==> src/rtl/bwp_pkg.sv <==
package bwp_pkg;
   typedef enum logic [1:0] {
      PH_IDLE  = 2'd0,
      PH_FETCH = 2'd1,
      PH_STORE = 2'd2,
      PH_CHECK = 2'd3
   } phase_t;
endpackage

==> src/rtl/bwp_merge.sv <==
module bwp_merge #(
   parameter int DATA_W = 8
) (
   input  logic [DATA_W-1:0] old_bits,
   input  logic [DATA_W-1:0] sel_mask,
   input  logic [DATA_W-1:0] new_bits,
   output logic [DATA_W-1:0] merged
);
   generate
      if (DATA_W < 1) begin : g_bad_width
         $error("bwp_merge: DATA_W must be positive");
      end
      for (genvar b = 0; b < DATA_W; b++) begin : g_bit
         assign merged[b] = sel_mask[b] ? new_bits[b] : old_bits[b];
      end
   endgenerate
endmodule

==> src/rtl/bwp_seq.sv <==
module bwp_seq
   import bwp_pkg::*;
(
   input  logic   clk,
   input  logic   rst_n,
   input  logic   start,
   output phase_t phase
);
   phase_t phase_d;

   always_comb begin
      phase_d = phase;
      case (phase)
         PH_IDLE:  if (start) phase_d = PH_FETCH;
         PH_FETCH: phase_d = PH_STORE;
         PH_STORE: phase_d = PH_CHECK;
         PH_CHECK: phase_d = PH_IDLE;
         default:  phase_d = PH_IDLE;
      endcase
   end

   always_ff @(posedge clk or negedge rst_n) begin
      if (!rst_n) phase <= PH_IDLE;
      else        phase <= phase_d;
   end

   // the three phases follow each other without stalls
   p_phase_order_r3: assert property (@(posedge clk) disable iff (!rst_n)
      (phase == PH_FETCH) |=> (phase == PH_STORE));
   p_phase_check_r3: assert property (@(posedge clk) disable iff (!rst_n)
      (phase == PH_STORE) |=> (phase == PH_CHECK));
endmodule

==> src/rtl/byte_window_port.sv <==
module byte_window_port
   import bwp_pkg::*;
#(
   parameter int ADDR_W        = 14,
   parameter int DATA_W        = 8,
   parameter int WORD_W        = 32,
   parameter int VERIFY_RDBACK = 1
) (
   input  logic              clk,
   input  logic              rst_n,
   input  logic              host_wr,
   input  logic [WORD_W-1:0] host_wdata,
   output logic [WORD_W-1:0] host_rdata,
   output logic [ADDR_W-1:0] rf_addr,
   output logic              rf_rd,
   input  logic [DATA_W-1:0] rf_rdata,
   output logic              rf_wr,
   output logic [DATA_W-1:0] rf_wdata
);
   localparam int BUSY_B  = WORD_W - 1;
   localparam int WRITE_B = WORD_W - 2;
   localparam int ADDR_LO = 2 * DATA_W;
   localparam int MASK_LO = DATA_W;
   localparam int KEEP_W  = WORD_W - 1 - DATA_W;

   generate
      if (WORD_W != ADDR_W + 2 * DATA_W + 2) begin : g_bad_layout
         $error("byte_window_port: WORD_W must equal ADDR_W + 2*DATA_W + 2");
      end
      if (VERIFY_RDBACK != 0 && VERIFY_RDBACK != 1) begin : g_bad_mode
         $error("byte_window_port: VERIFY_RDBACK must be 0 or 1");
      end
   endgenerate

   logic [WORD_W-1:0] word_q;
   logic [DATA_W-1:0] old_q;
   logic [DATA_W-1:0] merged;
   logic [DATA_W-1:0] wr_val;
   logic [DATA_W-1:0] result;
   logic              rd_in_check;
   logic              start;
   logic              busy;
   logic              wr_flag;
   logic [DATA_W-1:0] req_mask;
   logic [DATA_W-1:0] req_data;
   phase_t            phase;

   assign busy     = word_q[BUSY_B];
   assign wr_flag  = word_q[WRITE_B];
   assign req_mask = word_q[MASK_LO +: DATA_W];
   assign req_data = word_q[DATA_W-1:0];
   assign start    = host_wr && host_wdata[BUSY_B] && (phase == PH_IDLE);

   bwp_seq u_seq (
      .clk   (clk),
      .rst_n (rst_n),
      .start (start),
      .phase (phase)
   );

   bwp_merge #(.DATA_W(DATA_W)) u_merge (
      .old_bits (old_q),
      .sel_mask (req_mask),
      .new_bits (req_data),
      .merged   (merged)
   );

   always_ff @(posedge clk or negedge rst_n) begin
      if (!rst_n)                  old_q <= '0;
      else if (phase == PH_FETCH)  old_q <= rf_rdata;
   end

   assign wr_val = wr_flag ? merged : old_q;

   generate
      if (VERIFY_RDBACK == 1) begin : g_readback
         assign result      = rf_rdata;
         assign rd_in_check = 1'b1;
      end else begin : g_computed
         assign result      = wr_val;
         assign rd_in_check = 1'b0;
      end
   endgenerate

   assign rf_addr  = word_q[ADDR_LO +: ADDR_W];
   assign rf_rd    = (phase == PH_FETCH) || ((phase == PH_CHECK) && rd_in_check);
   assign rf_wr    = (phase == PH_STORE) && wr_flag;
   assign rf_wdata = merged;

   always_ff @(posedge clk or negedge rst_n) begin
      if (!rst_n)                 word_q <= '0;
      else if (start)             word_q <= host_wdata;
      else if (phase == PH_CHECK) word_q <= {1'b0, word_q[WRITE_B -: KEEP_W], result};
   end

   assign host_rdata = word_q;

   // the busy bit in the word tracks the sequencer being active
   p_busy_phase_r2: assert property (@(posedge clk) disable iff (!rst_n)
      busy == (phase != PH_IDLE));

   // busy lasts exactly three cycles
   p_latency_r3: assert property (@(posedge clk) disable iff (!rst_n)
      $rose(busy) |=> busy ##1 busy ##1 !busy);

   // a read request never strobes an internal write
   p_read_no_store_r4: assert property (@(posedge clk) disable iff (!rst_n)
      (busy && !wr_flag) |-> !rf_wr);

   // bits outside the mask keep the register's present value
   p_keep_unmasked_r5: assert property (@(posedge clk) disable iff (!rst_n)
      rf_wr |-> (((rf_wdata ^ rf_rdata) & ~req_mask) == '0));

   // the request fields stay frozen while busy
   p_hold_while_busy_r7: assert property (@(posedge clk) disable iff (!rst_n)
      (busy && $past(busy)) |-> $stable(word_q[WRITE_B:DATA_W]));

   // at most one internal strobe at a time, only while busy
   p_strobe_excl_r9: assert property (@(posedge clk) disable iff (!rst_n)
      $onehot0({rf_rd, rf_wr}) && ((rf_rd || rf_wr) -> busy));
endmodule

==> config.mk <==
export PLATFORM = sky130hd
export DESIGN_NAME = byte_window_port
export DESIGN_NICKNAME = d
export VERILOG_FILES = /design/src/rtl/bwp_pkg.sv /design/src/rtl/bwp_merge.sv /design/src/rtl/bwp_seq.sv /design/src/rtl/byte_window_port.sv
export SDC_FILE = /design/constraint.sdc
export NUM_CORES = 1
export LEC_CHECK = 0
export ABC_AREA = 1
export CORE_ASPECT_RATIO = 0.8
export CORE_MARGIN = 1.5
export CORE_UTILIZATION = 35
export DETAILED_ROUTE_END_ITERATION = 12
export HOLD_SLACK_MARGIN = 0.08
export PLACE_DENSITY = 0.71
export SKIP_CTS_REPAIR_TIMING = 1
export SLEW_MARGIN = 20
export SYNTH_ARGS = -nofsm -noshare
export SYNTH_HDL_FRONTEND = slang
export SYNTH_SLANG_ARGS = --single-unit
==> constraint.sdc <==
create_clock -name clk -period 2.5 [get_ports clk]
set_input_delay 0.375 -clock clk [delete_from_list [all_inputs] [get_ports clk]]
set_output_delay 0.375 -clock clk [all_outputs]
set_load 0.02 [all_outputs]
==> results by group <==
Placement
  • RePlAce Congestion: 0.801
  • Placed cell count: 409
  • I/O Buffers: 98
  • DPL Wire Length: 3730 µm

Clocking
  • Reg clk slew, reported paths: 70 ps
  • CTS Root Cell: clkbuf_8
  • TritonCTS buffer count: 5
  • CTS H-tree depth: 2
  • Clock sinks: 42
  • Worst-Skew Late Latency: 280 ps
  • CTS tree: built
  • Maximum root-to-sink buffer count: 2

STA
  • Final critical-path share of the clock period: 0.855
  • Slew @ Worst Pin: 463 ps
  • WHS: 504 ps
  • Crit path time final: 2140 ps
  • Worst slew margin: 0.692
  • Unrepaired setup endpoints after global routing: false
  • # setup viols final: 0
  • Setup TNS: 0 ps
  • Max-slew violations: 0
  • Max Clk Rate: 0.468 GHz
  • Final hold vios: 0
  • Clock skew: 4.10 ps

Routing
  • DRC violation total after the first TritonRoute iteration: 66
  • WL per Instance: 11.7 µm
  • DRT Pass-1 Iters: 4
  • Routed wire length: 4880 µm
  • Via density: 4.32
  • DRC Markers: 0
  • DR vias: 1802
  • Antenna-violating nets left: 0

Die
  • Initial core utilization: 0.362
  • I/O pin total: 99
  • Die ar.: 6570 µm²
  • Chip width: 90.2 µm
  • Core area: 5880 µm²
  • Placement Rows: 25
  • Die Ht: 72.8 µm

Min path
  • Hold Crit Class: flop to flop
  • Hold path start: host_rdata[16]

GRT
  • Global route total overflow: 0
  • Initial antenna violation count: 0
  • Vias in the first global route: 1681
  • Largest net degree at the start of global routing: 38
  • All-Layer GR Usage: 0.149
  • First-pass GRT wire length: 7800 µm

Critical path
  • Delay-heaviest family, CP: buffers and inverters
  • Worst Setup Start Kind: flop
  • Kind of end point of the critical path: primary output
  • Slowest cell on crit path: clkdlybuf4s50_1
  • Worst Path Buf+Inv: 2
  • Worst reg2reg path startpoint: u_seq.phase[0]
  • Ordered list of cells on the worst path: inv_1 -> ha_1 -> or2_2 -> clkdlybuf4s50_1
  • Worst path arrival time: 1760 ps
  • Critical path class: flop to primary output
  • Crit path from: u_seq.phase[1]
  • Worst endpoint required time: 2120 ps
  • Crit path max fanout: 3
  • CP peak stage delay: 540 ps

Final layout
  • Fraction of layout cells with a size suffix above 1: 0.0744
  • Non-Filler Instances: 417
  • Final core utilization: 0.532
  • Multi-input gate area: 712 µm²
  • Fill cells: 588
  • Reg area: 1050 µm²
  • Ant diodes: 0
  • Area Growth Syn to Fin: 46.9%
  • Fin nets: 383

Logic synthesis
  • Count of state elements after synthesis: 42
  • Main area contributors after synthesis: dfrtp_1 (49%), nand2_1 (14%), inv_1 (7.4%)
  • Ys Warns: 0
  • Yosys cell types: 17
  • Syn Inst Count: 251
  • Synthesized cell area: 2130 µm²
  • Area share of the largest cell type after synthesis: 0.493
  • Post-synth top area cell: dfrtp_1
  • Synth Net Count: 298
  • Post-Syn Area per Cell: 8.49 µm²
  • Sequential-to-total area share from yosys stat: 0.493

Power
  • Leak Pwr: 1.52 nW
  • Worst VDD drop: 662 µV
  • PwrDens: 1290 nW/µm²
  • Tot Pwr: 4.04 mW

Job
  • Max Cap Violations: 0

Run status
  • Status: completed
[worst paths after layout]
check	to	slack, ps	depth (start not counted)
min in group asynchronous	old_q[0]	540	2
worst max register to register	host_rdata[5]	580	6
worst min-delay path	host_rdata[16]	500	2
worst max-delay path	rf_rd	360	4
worst min register to register	host_rdata[16]	500	2
max in group asynchronous	old_q[3]	1270	3
[per-layer routing]
metal  part of all wire  track usage  vias to the layer above
li1                   -            -                      928
met1               0.47        0.195                      811
met2               0.46        0.253                       59
met3              0.058       0.0427                        4
met4             0.0051       0.0265                        0
met5                  0            0                        -
[report_power, final]
part / internal, mW / total (mW) / switching [mW]
combinational: 1.13 / 2.38 / 1.25
sequential: 1.01 / 1.25 / 0.242
clock: 0.192 / 0.402 / 0.210
total: 2.33 / 4.04 / 1.70
[metrics by stage]
stage	instance area (µm²)	worst slack (ps)
finish	3130	363
global route	3130	314
CTS	3120	351
detailed placement	3040	494
global placement	3040	564
floorplan	2130	1080
[cells in the mapped netlist]
cell type,n
or2_2,1
ha_1,4
buf_2,3
nand4_1,8
o21ai_2,13
dfrtp_1,42
o21ai_1,10
buf_6,7
buf_4,15
a31oi_1,1
nand2_1,77
o21ai_0,17
clkinv_1,1
inv_1,42
nand3_1,8
nor2_1,1
nand3_4,1
[worst min-delay path, cell delays in order, from the launching register on]
cell     delay, ps
dfrtp_1        360
nand2_1         70
o21ai_2         50
[placed cells by master (no fill, tap or decap)]
cell type | netlist | routed
clkbuf_8 | 0 | 5
buf_2 | 3 | 1
clkdlybuf4s50_1 | 0 | 97
clkbuf_1 | 0 | 2
nand3_4 | 1 | 1
o21ai_0 | 17 | 17
dfrtp_1 | 42 | 42
or2_2 | 1 | 1
inv_1 | 42 | 42
o21ai_1 | 10 | 10
dlygate4sd3_1 | 0 | 1
nor2_1 | 1 | 1
ha_1 | 4 | 4
buf_4 | 15 | 3
nand2_1 | 77 | 77
a31oi_1 | 1 | 1
clkinv_1 | 1 | 1
buf_12 | 0 | 1
nand3_1 | 8 | 8
nand4_1 | 8 | 8
o21ai_2 | 13 | 13
[state kept, by name (all words and copies together), names as in the netlist]
register,flops
host_rdata,32
old_q,8
u_seq.phase,2
[layout make-up]
| class | instances | share of cell area |
|---|---|---|
| sequential | 42 | 0.336 |
| timing repair buffer | 103 | 0.329 |
| multi-input combinational | 141 | 0.227 |
| inverter | 43 | 0.0516 |
| tap | 81 | 0.0324 |
| clock buffer | 7 | 0.0244 |
[logic make-up (layout without fill, tap and decap cells)]
kind of cell | Yosys count | in the layout | share of synthesized area
and+or+nand+nor | 96 | 96 | 0.191
buffers and inverters | 68 | 153 | 0.173
DFF | 42 | 42 | 0.493
AOI/OAI and AO/OA | 41 | 41 | 0.120
adders and majority gates | 4 | 4 | 0.0235
No activity file was read; power rests on OpenSTA's default activity.
